--- src/rtl/hb_sup_pkg.sv ---
package hb_sup_pkg;

    typedef enum logic [1:0] {
        ST_IDLE  = 2'd0,
        ST_COUNT = 2'd1,
        ST_JUDGE = 2'd2
    } sup_state_e;

    // Number of counting cycles before the boundary, minus one.
    function automatic logic [15:0] preload_of(input logic [15:0] len);
        logic [15:0] eff;
        eff = (len < 16'd2) ? 16'd2 : len;
        return eff - 16'd2;
    endfunction

endpackage

--- src/rtl/hb_seen_bank.sv ---
module hb_seen_bank #(
    parameter int N_SRC = 3
) (
    input  logic             clk,
    input  logic             rst_n,
    input  logic             clear_i,
    input  logic             restart_i,
    input  logic [N_SRC-1:0] hb_i,
    output logic [N_SRC-1:0] seen_o
);

    for (genvar k = 0; k < N_SRC; k++) begin : g_src
        logic flag_q;

        always_ff @(posedge clk or negedge rst_n) begin
            if (!rst_n) begin
                flag_q <= 1'b0;
            end else if (clear_i) begin
                flag_q <= 1'b0;
            end else if (restart_i) begin
                flag_q <= hb_i[k];
            end else if (hb_i[k]) begin
                flag_q <= 1'b1;
            end
        end

        assign seen_o[k] = flag_q;

        AST_SEEN_CAPTURE: assert property (@(posedge clk) disable iff (!rst_n)
            (hb_i[k] && !clear_i) |=> seen_o[k]);

        AST_SEEN_DROPPED: assert property (@(posedge clk) disable iff (!rst_n)
            clear_i |=> !seen_o[k]);
    end

endmodule

--- src/rtl/hb_interval_ctr.sv ---
module hb_interval_ctr #(
    parameter int INTV_W = 4
) (
    input  logic              clk,
    input  logic              rst_n,
    input  logic              load_i,
    input  logic [INTV_W-1:0] len_i,
    output logic              expired_o
);
    import hb_sup_pkg::*;

    localparam int PW = 16;

    logic [INTV_W-1:0] cnt_q;
    logic [PW-1:0]     preload;

    assign preload = preload_of(PW'(len_i));

    always_ff @(posedge clk or negedge rst_n) begin
        if (!rst_n) begin
            cnt_q <= '0;
        end else if (load_i) begin
            cnt_q <= INTV_W'(preload);
        end else if (cnt_q != '0) begin
            cnt_q <= cnt_q - 1'b1;
        end
    end

    assign expired_o = (cnt_q == '0);

    AST_CNT_NO_WRAP: assert property (@(posedge clk) disable iff (!rst_n)
        (!load_i && expired_o) |=> expired_o);

endmodule

--- src/rtl/hb_miss_reg.sv ---
module hb_miss_reg #(
    parameter int N_SRC = 3
) (
    input  logic             clk,
    input  logic             rst_n,
    input  logic             capture_i,
    input  logic [N_SRC-1:0] new_miss_i,
    input  logic             clr_i,
    output logic [N_SRC-1:0] miss_o
);

    logic [N_SRC-1:0] miss_q;
    logic [N_SRC-1:0] base;

    assign base = clr_i ? '0 : miss_q;

    always_ff @(posedge clk or negedge rst_n) begin
        if (!rst_n) begin
            miss_q <= '0;
        end else begin
            miss_q <= base | (capture_i ? new_miss_i : '0);
        end
    end

    assign miss_o = miss_q;

    AST_MISS_STICKY: assert property (@(posedge clk) disable iff (!rst_n)
        !clr_i |=> ((miss_o & $past(miss_o)) == $past(miss_o)));

    AST_MISS_CLEARED: assert property (@(posedge clk) disable iff (!rst_n)
        (clr_i && !capture_i) |=> (miss_o == '0));

endmodule

--- src/rtl/hb_supervisor.sv ---
module hb_supervisor #(
    parameter int N_SRC  = 3,
    parameter int INTV_W = 4
) (
    input  logic              clk,
    input  logic              rst_n,
    input  logic              run_i,
    input  logic [N_SRC-1:0]  hb_i,
    input  logic [N_SRC-1:0]  src_en_i,
    input  logic [INTV_W-1:0] intv_len_i,
    input  logic              miss_clr_i,
    output logic              refresh_o,
    output logic [N_SRC-1:0]  miss_o
);
    import hb_sup_pkg::*;

    sup_state_e       state_q, state_d;
    logic             expired;
    logic [N_SRC-1:0] seen;
    logic             all_ok;
    logic             judging;
    logic             ctr_load;
    logic             seen_clear;
    logic [N_SRC-1:0] fresh_miss;

    // State register
    always_ff @(posedge clk or negedge rst_n) begin
        if (!rst_n) begin
            state_q <= ST_IDLE;
        end else begin
            state_q <= state_d;
        end
    end

    // Transitions
    always_comb begin
        state_d = state_q;
        unique case (state_q)
            ST_IDLE:  if (run_i) state_d = ST_COUNT;
            ST_COUNT: begin
                if (!run_i)       state_d = ST_IDLE;
                else if (expired) state_d = ST_JUDGE;
            end
            ST_JUDGE: state_d = run_i ? ST_COUNT : ST_IDLE;
            default:  state_d = ST_IDLE;
        endcase
    end

    // Outputs and datapath controls
    always_comb begin
        all_ok     = &(seen | ~src_en_i);
        judging    = 1'b0;
        ctr_load   = 1'b0;
        seen_clear = 1'b0;
        refresh_o  = 1'b0;
        fresh_miss = src_en_i & ~seen;
        unique case (state_q)
            ST_IDLE: begin
                ctr_load   = 1'b1;
                seen_clear = 1'b1;
            end
            ST_COUNT: begin
                seen_clear = !run_i;
            end
            ST_JUDGE: begin
                ctr_load   = 1'b1;
                seen_clear = !run_i;
                judging    = run_i;
                refresh_o  = run_i && all_ok;
            end
            default: begin
                ctr_load   = 1'b1;
                seen_clear = 1'b1;
            end
        endcase
    end

    hb_interval_ctr #(.INTV_W(INTV_W)) u_ctr (
        .clk       (clk),
        .rst_n     (rst_n),
        .load_i    (ctr_load),
        .len_i     (intv_len_i),
        .expired_o (expired)
    );

    hb_seen_bank #(.N_SRC(N_SRC)) u_seen (
        .clk       (clk),
        .rst_n     (rst_n),
        .clear_i   (seen_clear),
        .restart_i (judging),
        .hb_i      (hb_i),
        .seen_o    (seen)
    );

    hb_miss_reg #(.N_SRC(N_SRC)) u_miss (
        .clk        (clk),
        .rst_n      (rst_n),
        .capture_i  (judging && !all_ok),
        .new_miss_i (fresh_miss),
        .clr_i      (miss_clr_i),
        .miss_o     (miss_o)
    );

    AST_REFRESH_PULSE: assert property (@(posedge clk) disable iff (!rst_n)
        refresh_o |=> !refresh_o);

    AST_JUDGE_SINGLE: assert property (@(posedge clk) disable iff (!rst_n)
        (state_q == ST_JUDGE) |=> (state_q != ST_JUDGE));

    AST_REFRESH_AFTER_RUN: assert property (@(posedge clk) disable iff (!rst_n)
        refresh_o |-> $past(run_i));

    AST_MISS_HOLD_ON_REFRESH: assert property (@(posedge clk) disable iff (!rst_n)
        (refresh_o && !miss_clr_i) |=> $stable(miss_o));

endmodule

--- config.mk ---
export PLATFORM = sky130hd
export DESIGN_NAME = hb_supervisor
export DESIGN_NICKNAME = d
export VERILOG_FILES = /design/src/rtl/hb_sup_pkg.sv /design/src/rtl/hb_seen_bank.sv /design/src/rtl/hb_interval_ctr.sv /design/src/rtl/hb_miss_reg.sv /design/src/rtl/hb_supervisor.sv
export SDC_FILE = /design/constraint.sdc
export NUM_CORES = 1
export LEC_CHECK = 0
export ABC_CLOCK_PERIOD_IN_PS = 3000
export BUFFER_PORTS_ARGS = -buffer_cell sky130_fd_sc_hd__buf_2
export CORE_ASPECT_RATIO = 1.25
export CORE_MARGIN = 2
export CORE_UTILIZATION = 45
export DETAILED_ROUTE_END_ITERATION = 8
export PLACE_DENSITY = 0.72
export SLEW_MARGIN = 0
export SYNTH_ARGS = -nofsm -noshare
export SYNTH_HDL_FRONTEND = slang
export SYNTH_HIERARCHICAL = 1
export SYNTH_SLANG_ARGS = --single-unit
--- constraint.sdc ---
create_clock -name clk -period 3 [get_ports clk]
set_input_delay 0.3 -clock clk [delete_from_list [all_inputs] [get_ports clk]]
set_output_delay 0.3 -clock clk [all_outputs]
set_load 0.02 [all_outputs]
After elaboration in Yosys (flattened, before gate mapping)
Index checks and enable logic that the tools add are counted.
{"block": "classes", "n_eq_ne": 5, "bitwise_logic": 5, "mux": 22, "addsub": 2, "reduce_logical": 13, "n_lt_le_gt_ge": 1}
{"operator": "$mux 1", "n": 13}
{"operator": "$mux 4", "n": 3}
{"operator": "$reduce_bool 3->1", "n": 3}
{"operator": "$mux 2", "n": 3}
{"operator": "$mux 3", "n": 2}
{"operator": "$not 3->3", "n": 2}
{"operator": "$or 3x3->3", "n": 2}
{"operator": "$pmux 2 s3", "n": 1}
{"operator": "$logic_not 4->1", "n": 1}
{"operator": "$lt 4x2->1 const B", "n": 1}
{"operator": "$reduce_bool 4->1", "n": 1}
{"operator": "$sub 4x1->4 const B", "n": 1}
{"operator": "$sub 4x2->4 const B", "n": 1}
{"operator": "$and 3x3->3", "n": 1}
{"operator": "$ne 3x3->1 const B", "n": 1}
{"operator": "$reduce_and 3->1", "n": 1}
{"operator": "$eq 2x1->1 const B", "n": 1}
{"operator": "$eq 2x2->1 const B", "n": 1}
{"operator": "$logic_and 1x1->1", "n": 2}
{"operator": "$logic_not 1->1", "n": 2}
{"operator": "$logic_not 2->1", "n": 1}
{"operator": "$ne 2x1->1 const B", "n": 1}
{"operator": "$ne 2x2->1 const B", "n": 1}
{"operator": "$reduce_and 2->1", "n": 1}
{"operator": "$reduce_or 2->1", "n": 1}
{"block": "word_totals", "wordCells": 54, "ff_bits": 12, "output_inout_bits": 4}

Logic depth before layout (Yosys ltp)
Gate-level depths: netlist of run 1.
{"block": "depth", "ltp_word": 7, "ltp_mapped": 6}

Modules after synthesis
Netlist of run 1, hierarchy kept.
{"mod": "hb_interval_ctr", "cells_per_inst": 26, "instances": 1, "area_each_um2": 275.3}
{"mod": "hb_supervisor", "cells_per_inst": 28, "instances": 1, "area_each_um2": 235.2}
{"mod": "hb_seen_bank", "cells_per_inst": 15, "instances": 1, "area_each_um2": 142.6}
{"mod": "hb_miss_reg", "cells_per_inst": 12, "instances": 1, "area_each_um2": 116.4}

Worst setup path before layout of run 1
Ideal clock, no wire load.
{"block": "synth_path", "path_type": "reg2out", "startpoint": "reg state_q[0]", "endpoint": "out refresh_o", "arrival_ns": 1.235, "setup_slack_ns": 1.465, "required_time_ns": 2.700, "path_stages_with_launch": 5, "cell_sequence": "dfrtp_1 -> inv_1 -> ha_1 -> nand2_2 -> nor4_2"}
{"block": "synth_between", "elab_chain_len": 2}
{"item": "from (decl)", "line_no": "hb_supervisor.sv:17", "source": "sup_state_e state_q, state_d;"}
{"item": "from (signal assigned)", "line_no": "hb_supervisor.sv:31", "source": "state_q <= state_d;"}
{"item": "$eq 2x2->1", "line_no": "hb_supervisor.sv:57", "source": "unique case (state_q)"}
{"item": "$mux 1", "line_no": "hb_supervisor.sv:57"}
{"item": "to (decl)", "line_no": "hb_supervisor.sv:12", "source": "output logic refresh_o,"}
No other way between the ends.

Final worst setup path of run 1
Ends and elaborated chain as after synthesis.

==> flow_metrics.tcl, run 1 <==
set metrics [dict create \
    synth_simple_gate_area_share_pct 19.02 \
    drt_wl_total_um 1203 \
    synth_top_family_by_area "simple AND/OR/NAND/NOR gates" \
    post-route-cell-area_um2 900.9 \
    slew_viol_final 0 \
    maxCapViolations 0 \
    synth_cell_type_count 26 \
    grt_first_pass_wirelength_um 1890 \
    grt_use_total_pct 13.89 \
    regArea_um2 300.3 \
    synthAdderAreaFrac_pct 11.38 \
    antenna_found_initial 0 \
    clock_path_buffers 2 \
    fmax_mhz 550.3 \
    skew_ps 2.701 \
    p_leak_nw 0.4587 \
    setup.worst_path.start_class "register" \
    nets 122 \
    synth_compound_area_share_pct 12.52 \
    cp_data_required_time_ps 2700 \
    tns_ps 0 \
    dieArea_um2 2059 \
    clock_sink_count 12 \
    grt_max_degree 13 \
    finalHoldViolations 0 \
    worstPathArrival_ps 1520 \
    synthToLayoutAreaGrowth_pct 17.07 \
    ff2ff_setup_slack_ps 1420 \
    htree_levels 1 \
    grt-busiest-layer "met2" \
    synth-xor-area-share_pct 4.553 \
    grt_pass1_vias 496 \
    die_h_um 50.24 \
    multi_input_area_um2 397.9 \
    fin_util_pct 56.96 \
    drtIter0Drc 1 \
    firstDrtPassIters 4 \
    synthArstFlopShare_pct 100.0 \
    power.total_mw 0.6688 \
    root_buffer "clkbuf_4" \
    synth-seq-cells 12 \
    ioPinCount 18 \
    ys_warn_count 6 \
    use_met3_pct 2.655 \
    syn_area_um2 769.5 \
    critPathMaxFanout 5 \
    drc 0 \
    slew_headroom_pct 77.27 \
    use_met2_pct 22.66 \
    clk_pin_slew_ps 70 \
    syn_avg_cell_area_um2 9.500 \
    cts_tree "built" \
    power.density_nw_per_um2 742.4 \
    synth_edf_count 0 \
    place_area_um2 854.6 \
    cts-resized-gates 0 \
    gp_congestion 0.7358 \
    synth.mux.area_fraction_pct 4.228 \
    via_per_inst 4.856 \
    gr-total-overflow 0 \
    fin_crit_sh_pct 60.58 \
    rsz0062_at_grt "no" \
    postCtsHoldBufs 1 \
    ant_nets 0 \
    worst_pin_slew_ps 340.5 \
    antennaDiodeCount 0 \
    fin_crit_ps 1817 \
    dp_hpwl_um 1014 \
    numCtsBuffers 3 \
    fillCellCount 153 \
    syn_nets 102 \
    cp-end-kind "output pin" \
    met1_usage_pct 14.66 \
    routed-via-count 573 \
    synth_ff_type "dfrtp_1" \
    final_layout_size_suffix_gt1_share_pct 28.00 \
    start_util_pct 48.66 \
    rows 16 \
    ir_drop_mv 0.4292 \
    status "finished, final reports clean" \
    fp.coreArea_um2 1582 \
    seq_area_frac_synth_pct 39.02 \
    post_cts_buffers 0 \
    synthCells 81 \
    setup_violations 0 \
    insertion_delay_ps 270 \
    wire_per_inst_um 10.19 \
    place.port_buffers 17 \
    worstSetupPathType "reg -> out" \
    min_path_type "in -> reg" \
    die_w_um 40.99 \
    hold_ws_ps 220.1 \
]
==> critical path, stage by stage (launching register included) <==
cell     delay, ps
dfrtp_1        440
inv_1          100
ha_1           180
nand2_2         90
nor4_2         250
buf_2          200
==> cells in the mapped netlist, types with 2 or more instances <==
library cell,count,area [um^2]
dfrtp_1,12,300.3
nor2b_1,4,25.02
inv_1,13,48.80
a21oi_1,4,20.02
xnor2_1,3,26.28
nand2_1,7,26.28
buf_4,3,22.52
nand2b_1,4,25.02
o21ai_1,2,10.01
mux2_2,2,22.52
o31ai_1,2,15.01
nor2_1,4,15.01
nor3_1,2,10.01
ha_1,7,87.58
==> kinds of logic after synthesis <==
family / after synthesis
adders and majority gates: 7
and+or+nand+nor: 25
AOI/OAI and AO/OA: 14
DFF: 12
buffers and inverters: 16
xor gates and xnor gates: 4
muxes: 3
==> per-layer routing <==
layer,up-vias,wire [um]
li1,299,-
met1,254,529
met2,16,583
met3,4,62
met4,0,28
met5,-,0
==> cell type report <==
class,instances,share of cell area [%]
sequential,12,33.33
multi-input combinational,53,44.17
timing repair buffer,18,10.56
tap,18,2.500
clock buffer,4,4.028
inverter,13,5.417
==> worst paths after layout <==
kind,endpoint,cells after the start,startpoint
max,refresh_o,5,state_q[0]
max in group asynchronous,u_miss/miss_o[2],2,rst_n
min reg2reg,u_miss/miss_o[2],2,u_miss/miss_o[2]
min,u_miss/miss_o[0],2,miss_clr_i
max reg2reg,state_q[1],5,u_ctr/cnt_q[0]
min in group asynchronous,state_q[1],2,rst_n
==> per-stage QoR <==
stage / cells / setup WS, ps
floorplan: 81 / 1465
global placement: 113 / 1481
detailed placement: 113 / 1419
CTS: 118 / 1165
global route: 118 / 1036
finish: 118 / 1183
==> cells in the final DEF (no fill, tap or decap), types with 3 or more instances in the layout <==
cell,count
nor2_1,4
xnor2_1,3
buf_2,17
inv_1,13
clkbuf_4,3
a21oi_1,4
nand2b_1,4
nand2_1,7
ha_1,7
nor2b_1,4
dfrtp_1,12
==> flip-flops by register name, indices dropped and copies added (netlist names) <==
register	flops
u_ctr/cnt_q	4
u_miss/miss_o	3
u_seen/g_src.flag_q	3
state_q	2
==> power by group <==
part	leakage (nW)	switching, mW	internal [mW]
clock network	0.0210	0.0512	0.0737
registers	0.157	0.0432	0.210
logic	0.281	0.147	0.143
total	0.459	0.242	0.427
Note: power is estimated with default switching activity, not from simulation.
==> run 2, diff against run 1 <==
--- a/config.mk
+++ b/config.mk
@@ -5,13 +5,13 @@
 export SDC_FILE = /design/constraint.sdc
 export NUM_CORES = 1
 export LEC_CHECK = 0
-export ABC_CLOCK_PERIOD_IN_PS = 3000
+export ABC_CLOCK_PERIOD_IN_PS = 1500
 export BUFFER_PORTS_ARGS = -buffer_cell sky130_fd_sc_hd__buf_2
 export CORE_ASPECT_RATIO = 1.25
 export CORE_MARGIN = 2
 export CORE_UTILIZATION = 45
 export DETAILED_ROUTE_END_ITERATION = 8
-export PLACE_DENSITY = 0.72
+export PLACE_DENSITY = 0.74
 export SLEW_MARGIN = 0
 export SYNTH_ARGS = -nofsm -noshare
 export SYNTH_HDL_FRONTEND = slang
==> constraint.sdc (replaced) <==
create_clock -name clk -period 1.5 [get_ports clk]
set_input_delay 0.15 -clock clk [delete_from_list [all_inputs] [get_ports clk]]
set_output_delay 0.15 -clock clk [all_outputs]
set_load 0.02 [all_outputs]
==> run 2 against run 1 <==
  * Design area increased by 14%
  * Routed wire length rose by 31%
  * Non-clock buffer count increased by 10
  * Register-to-register slack got worse by 1400 ps
  * Critical endpoint unchanged
  * The flow now finishes with violations (setup timing)
  * Core utilization up 8.0 points
  * Flip-flop and latch count stayed put
  * Setup slack worse by 1200 ps
  * Clock skew grew 1.9 ps
==> flow_metrics.tcl, run 2 (synthesized netlist as in run 1, its figures left out) <==
set metrics [dict create \
    status "finished with violations" \
    violations "setup timing" \
    ff2ff_setup_slack_ps 20 \
    p_comb_share_pct 53.1 \
    nets 132 \
    finalHoldViolations 0 \
    place.port_buffers 17 \
    holdPathStages 2 \
    dp_hpwl_um 1114 \
    clock_sink_count 12 \
    antenna_found_initial 0 \
    pwr-share-seq_pct 31.5 \
    crit_buf_inv 2 \
    cp_data_required_time_ps 1350 \
    critical-path-max-stage-delay_ps 410 \
    cp_top_family "flip-flops" \
    holdPathEnd "u_miss/miss_o[0]" \
    ioPinCount 18 \
    multi_input_area_um2 442.9 \
    synthToLayoutAreaGrowth_pct 33.50 \
    drtIter0Drc 11 \
    power.density_nw_per_um2 1584 \
    setup.worst_path.start_class "register" \
    min_path_type "in -> reg" \
    worstPathArrival_ps 1370 \
    final_common_cell "buf_2" \
    cp-end-kind "output pin" \
    via_per_inst 5.078 \
    grt_use_total_pct 16.75 \
    routed-via-count 650 \
    clk_pin_slew_ps 70 \
    ir_drop_mv 1.012 \
    worst_pin_slew_ps 353.3 \
    hold_ws_ps 76.18 \
    grt_max_degree 13 \
    die_h_um 50.24 \
    start_util_pct 48.66 \
    cp_slowest_cell "dfrtp_1" \
    switchingPower_mw 0.5962 \
    insertion_delay_ps 270 \
    netSwitchingFraction_pct 36.64 \
    p_leak_nw 0.5205 \
    reg2reg_from "u_ctr/cnt_q[0]" \
    setup_ws_ps -19.24 \
    r2r-end "u_ctr/cnt_q[1]" \
    path_cells "inv_2 > ha_4 > nand2_4 > nor4_4 > buf_4" \
    drc 0 \
    numCtsBuffers 3 \
    grt_first_pass_wirelength_um 2332 \
    die_w_um 40.99 \
    fillCellCount 125 \
    antennaDiodeCount 0 \
    fmax_mhz 658.2 \
    critPathMaxFanout 3 \
    maxCapViolations 0 \
    fin_crit_sh_pct 101.3 \
    rsz0062_at_grt "yes" \
    hold_start "miss_clr_i" \
    htree_levels 1 \
    cts_tree "built" \
    slew_headroom_pct 76.40 \
    top_register "u_ctr/cnt_q" \
    wire_per_inst_um 12.32 \
    grt_pass1_vias 587 \
    setup_violations 1 \
    firstDrtPassIters 4 \
    tns_ps -19.24 \
    ant_nets 0 \
    r2r_cells 6 \
    rows 16 \
    root_buffer "clkbuf_4" \
    power.internal_mw 1.031 \
    largest_register_ffs 4 \
    regArea_um2 300.3 \
    drt_wl_total_um 1577 \
    clockPowerShare_pct 15.4 \
    dieArea_um2 2059 \
    skew_ps 4.627 \
    slew_viol_final 0 \
    gp_congestion 0.7578 \
    final_cell_mix "16 x buf_2, 12 x dfrtp_1, 10 x inv_1, 10 x buf_4, 7 x nand2_1" \
    fp.coreArea_um2 1582 \
    clock_path_buffers 2 \
    worstSetupPathType "reg -> out" \
    final_layout_size_suffix_gt1_share_pct 40.00 \
    fin_crit_ps 1519 \
    gr-total-overflow 0 \
]
run 2: cell count changes in the layout (fill, tap and decap cells not counted), sizes merged:
| cell | delta |
|---|---|
| buf | +10 |
run 2: per-stage QoR:
step / power, mW / setup WS, ps / std cells / util, % / area, um^2
after CTS: 1.441 / 3.633 / 121 / 58.94 / 932.1
after detailed placement: 1.142 / 3.046 / 115 / 54.98 / 869.6
after global placement: 1.111 / 80.44 / 115 / 54.98 / 869.6
final: 1.627 / -19.24 / 128 / 64.95 / 1027
after global routing: 1.742 / -91.79 / 128 / 64.95 / 1027
after floorplan: 0.9956 / 21.80 / 81 / - / 769.5
run 2: power by group through the flow:
stage | Combinational [mW] | Clock, mW | Sequential (mW)
finish | 0.864 | 0.250 | 0.513
detailed placement | 0.624 | 0 | 0.518
global route | 0.949 | 0.272 | 0.520
global placement | 0.600 | 0 | 0.511
CTS | 0.681 | 0.261 | 0.500
floorplan | 0.492 | 0 | 0.503
run 2: what timing repair did:
action | 4_1_cts | 5_1_grt
pin swaps | 1 | 3
hold buffers | 1 | 0
resized for setup | 3 | 11
endpoints found under the setup margin | 2 | 4
buffers inserted | 1 | 7
hold endpoints to repair | 12 | 0
run 2: cell type report:
cell class	count	share of cell area (%)
well taps	18	2.192
flip-flops and latches	12	29.23
inverters	13	4.750
multi-input cells	53	43.12
repair buffers	28	17.17
clock buffers	4	3.532
run 2: worst max-delay path by stage:
stage                   startpoint         end  slack, ps  cells past startpoint
floorplan           u_ctr/cnt_q[0]  state_q[1]         20                      5
global placement    u_ctr/cnt_q[1]  state_q[1]         80                      5
detailed placement  u_ctr/cnt_q[1]  state_q[1]          3                      5
CTS                     state_q[0]   refresh_o          4                      5
global route            state_q[0]   refresh_o        -90                      5
finish                  state_q[0]   refresh_o        -20                      5
run 2: per-layer routing:
| layer | global-route usage (%) | vias up | routed length, um |
|---|---|---|---|
| met1 | 16.76 | 304 | 637 |
| met4 | 6.667 | 0 | 17 |
| met2 | 30.21 | 23 | 857 |
| li1 | - | 319 | - |
| met5 | 0 | - | 0 |
| met3 | 3.982 | 4 | 64 |
==> run 3, diff against run 2 <==
--- a/config.mk
+++ b/config.mk
@@ -12,6 +12,7 @@
 export CORE_UTILIZATION = 45
 export DETAILED_ROUTE_END_ITERATION = 8
 export PLACE_DENSITY = 0.74
+export SETUP_SLACK_MARGIN = 0.4
 export SLEW_MARGIN = 0
 export SYNTH_ARGS = -nofsm -noshare
 export SYNTH_HDL_FRONTEND = slang
==> run 3 against run 2 <==
  * The flow now finishes without violations
  * Non-clock buffer count decreased by 1
  * Flip-flop and latch count is the same
  * First-iteration DRC count fell by 73%
  * Largest cell class unchanged
==> flow_metrics.tcl, run 3 (synthesized netlist as in run 1, its figures left out) <==
set metrics [dict create \
    post-route-cell-area_um2 1127 \
    grt_first_pass_wirelength_um 2421 \
    gp_congestion 0.7405 \
    slew_headroom_pct 78.63 \
    largest_register_ffs 4 \
    setup.worst_path.start_class "register" \
    worstSetupPathType "reg -> reg" \
    top_register "u_ctr/cnt_q" \
    clock_path_buffers 2 \
    insertion_delay_ps 280 \
    power.internal_mw 1.111 \
    grt_max_degree 13 \
    skew_ps 5.392 \
    maxCapViolations 0 \
    critPathMaxFanout 5 \
    routed-via-count 637 \
    clk_pin_slew_ps 80 \
    antennaDiodeCount 0 \
    fillCellCount 116 \
    r2r_cells 5 \
    grt_use_total_pct 17.38 \
    clockPowerShare_pct 14.2 \
    cts_tree "built" \
    status "finished, final reports clean" \
    slew_viol_final 0 \
    cp_slowest_cell "dfrtp_1" \
    rows 16 \
    final_cell_mix "16 x buf_2, 11 x dfrtp_1, 7 x buf_4, 7 x inv_1" \
    cp-end-kind "register" \
    ant_nets 0 \
    numCtsBuffers 3 \
    holdPathStages 2 \
    worst_pin_slew_ps 320.2 \
    p_comb_share_pct 56.8 \
    power.density_nw_per_um2 1621 \
    antenna_found_initial 0 \
    ir_drop_mv 0.9317 \
    finalHoldViolations 0 \
    firstDrtPassIters 4 \
    drc 0 \
    final_common_cell "buf_2" \
    cp_top_family "flip-flops" \
    regArea_um2 301.5 \
    fin_crit_sh_pct 96.43 \
    ioPinCount 18 \
    drt_wl_total_um 1629 \
    nets 131 \
    fin_crit_ps 1446 \
    pwr-share-seq_pct 29.0 \
    synthToLayoutAreaGrowth_pct 46.50 \
    place_area_um2 889.6 \
    rsz0062_at_grt "yes" \
    critical-path-max-stage-delay_ps 400 \
    die_w_um 40.99 \
    min_path_type "in -> reg" \
    cp.depth 5 \
    fin_util_pct 71.28 \
    hold_ws_ps 67.91 \
    setup_violations 0 \
    dieArea_um2 2059 \
    multi_input_area_um2 541.8 \
    wire_per_inst_um 12.83 \
    start_util_pct 48.66 \
    dpl.cell_count 114 \
    path_cells "inv_2 > ha_4 > nor3b_4 > mux2_4 > o22ai_2" \
    final_layout_size_suffix_gt1_share_pct 55.05 \
    clock_sink_count 12 \
    htree_levels 1 \
    fp.coreArea_um2 1582 \
    dp_hpwl_um 1054 \
    place.port_buffers 17 \
    root_buffer "clkbuf_4" \
    grt_pass1_vias 637 \
    via_per_inst 5.016 \
    drtIter0Drc 3 \
    worstPathArrival_ps 1650 \
    netSwitchingFraction_pct 39.19 \
    fmax_mhz 691.4 \
    p_leak_nw 0.5440 \
    switchingPower_mw 0.7160 \
    die_h_um 50.24 \
    tns_ps 0 \
    cp_data_required_time_ps 1710 \
    stdcell_count 127 \
    crit_buf_inv 1 \
    gr-total-overflow 0 \
]
## run 3: cell types whose count changed in the layout (fill, tap and decap cells not counted), moves of 3 or more
cell,delta
buf_4,-3
nor2b_1,-3
inv_1,-3
nor2b_4,+3
inv_2,+3
## run 3: final cells by class
class | instances | share of cell area (%)
flip-flops and latches | 12 | 26.75
clock buffers | 4 | 3.219
well taps | 18 | 1.998
inverters | 13 | 4.329
repair buffers | 27 | 15.65
multi-input cells | 53 | 48.06
## run 3: worst paths after layout
check,start,end,slack (ps)
worst min register to register,u_miss/miss_o[1],u_miss/miss_o[1],520
worst max register to register,u_ctr/cnt_q[0],state_q[1],50
worst min-delay path,miss_clr_i,u_miss/miss_o[0],70
max in group asynchronous,rst_n,state_q[1],1010
worst max-delay path,u_ctr/cnt_q[0],state_q[1],50
min in group asynchronous,rst_n,state_q[0],260
## run 3: timing repair
item,in CTS,in global routing
pin swaps,2,3
buffers inserted,5,3
hold endpoints to repair,12,0
endpoints found under the setup margin,13,13
hold buffers,1,0
resized for setup,10,22
## run 3: per-layer routing
metal	routed length [um]	GRT usage, %	vias up
li1	-	-	319
met1	620	18.57	298
met2	907	28.91	18
met3	74	5.310	2
met4	26	8.333	0
met5	0	0	-
## run 3: power groups by stage
stage	clock network, mW	registers, mW	logic, mW
after detailed placement	0	0.519	0.645
after global placement	0	0.517	0.622
final	0.260	0.529	1.04
after floorplan	0	0.508	0.533
after global routing	0.283	0.539	1.15
after CTS	0.268	0.514	0.762
## run 3: per-stage QoR
| stage | setup slack, ps | power (mW) |
|---|---|---|
| after floorplan | 98.42 | 1.042 |
| after global placement | 128.9 | 1.139 |
| after detailed placement | 62.60 | 1.164 |
| after CTS | 62.88 | 1.544 |
| after global routing | -34.88 | 1.969 |
| final | 53.58 | 1.827 |
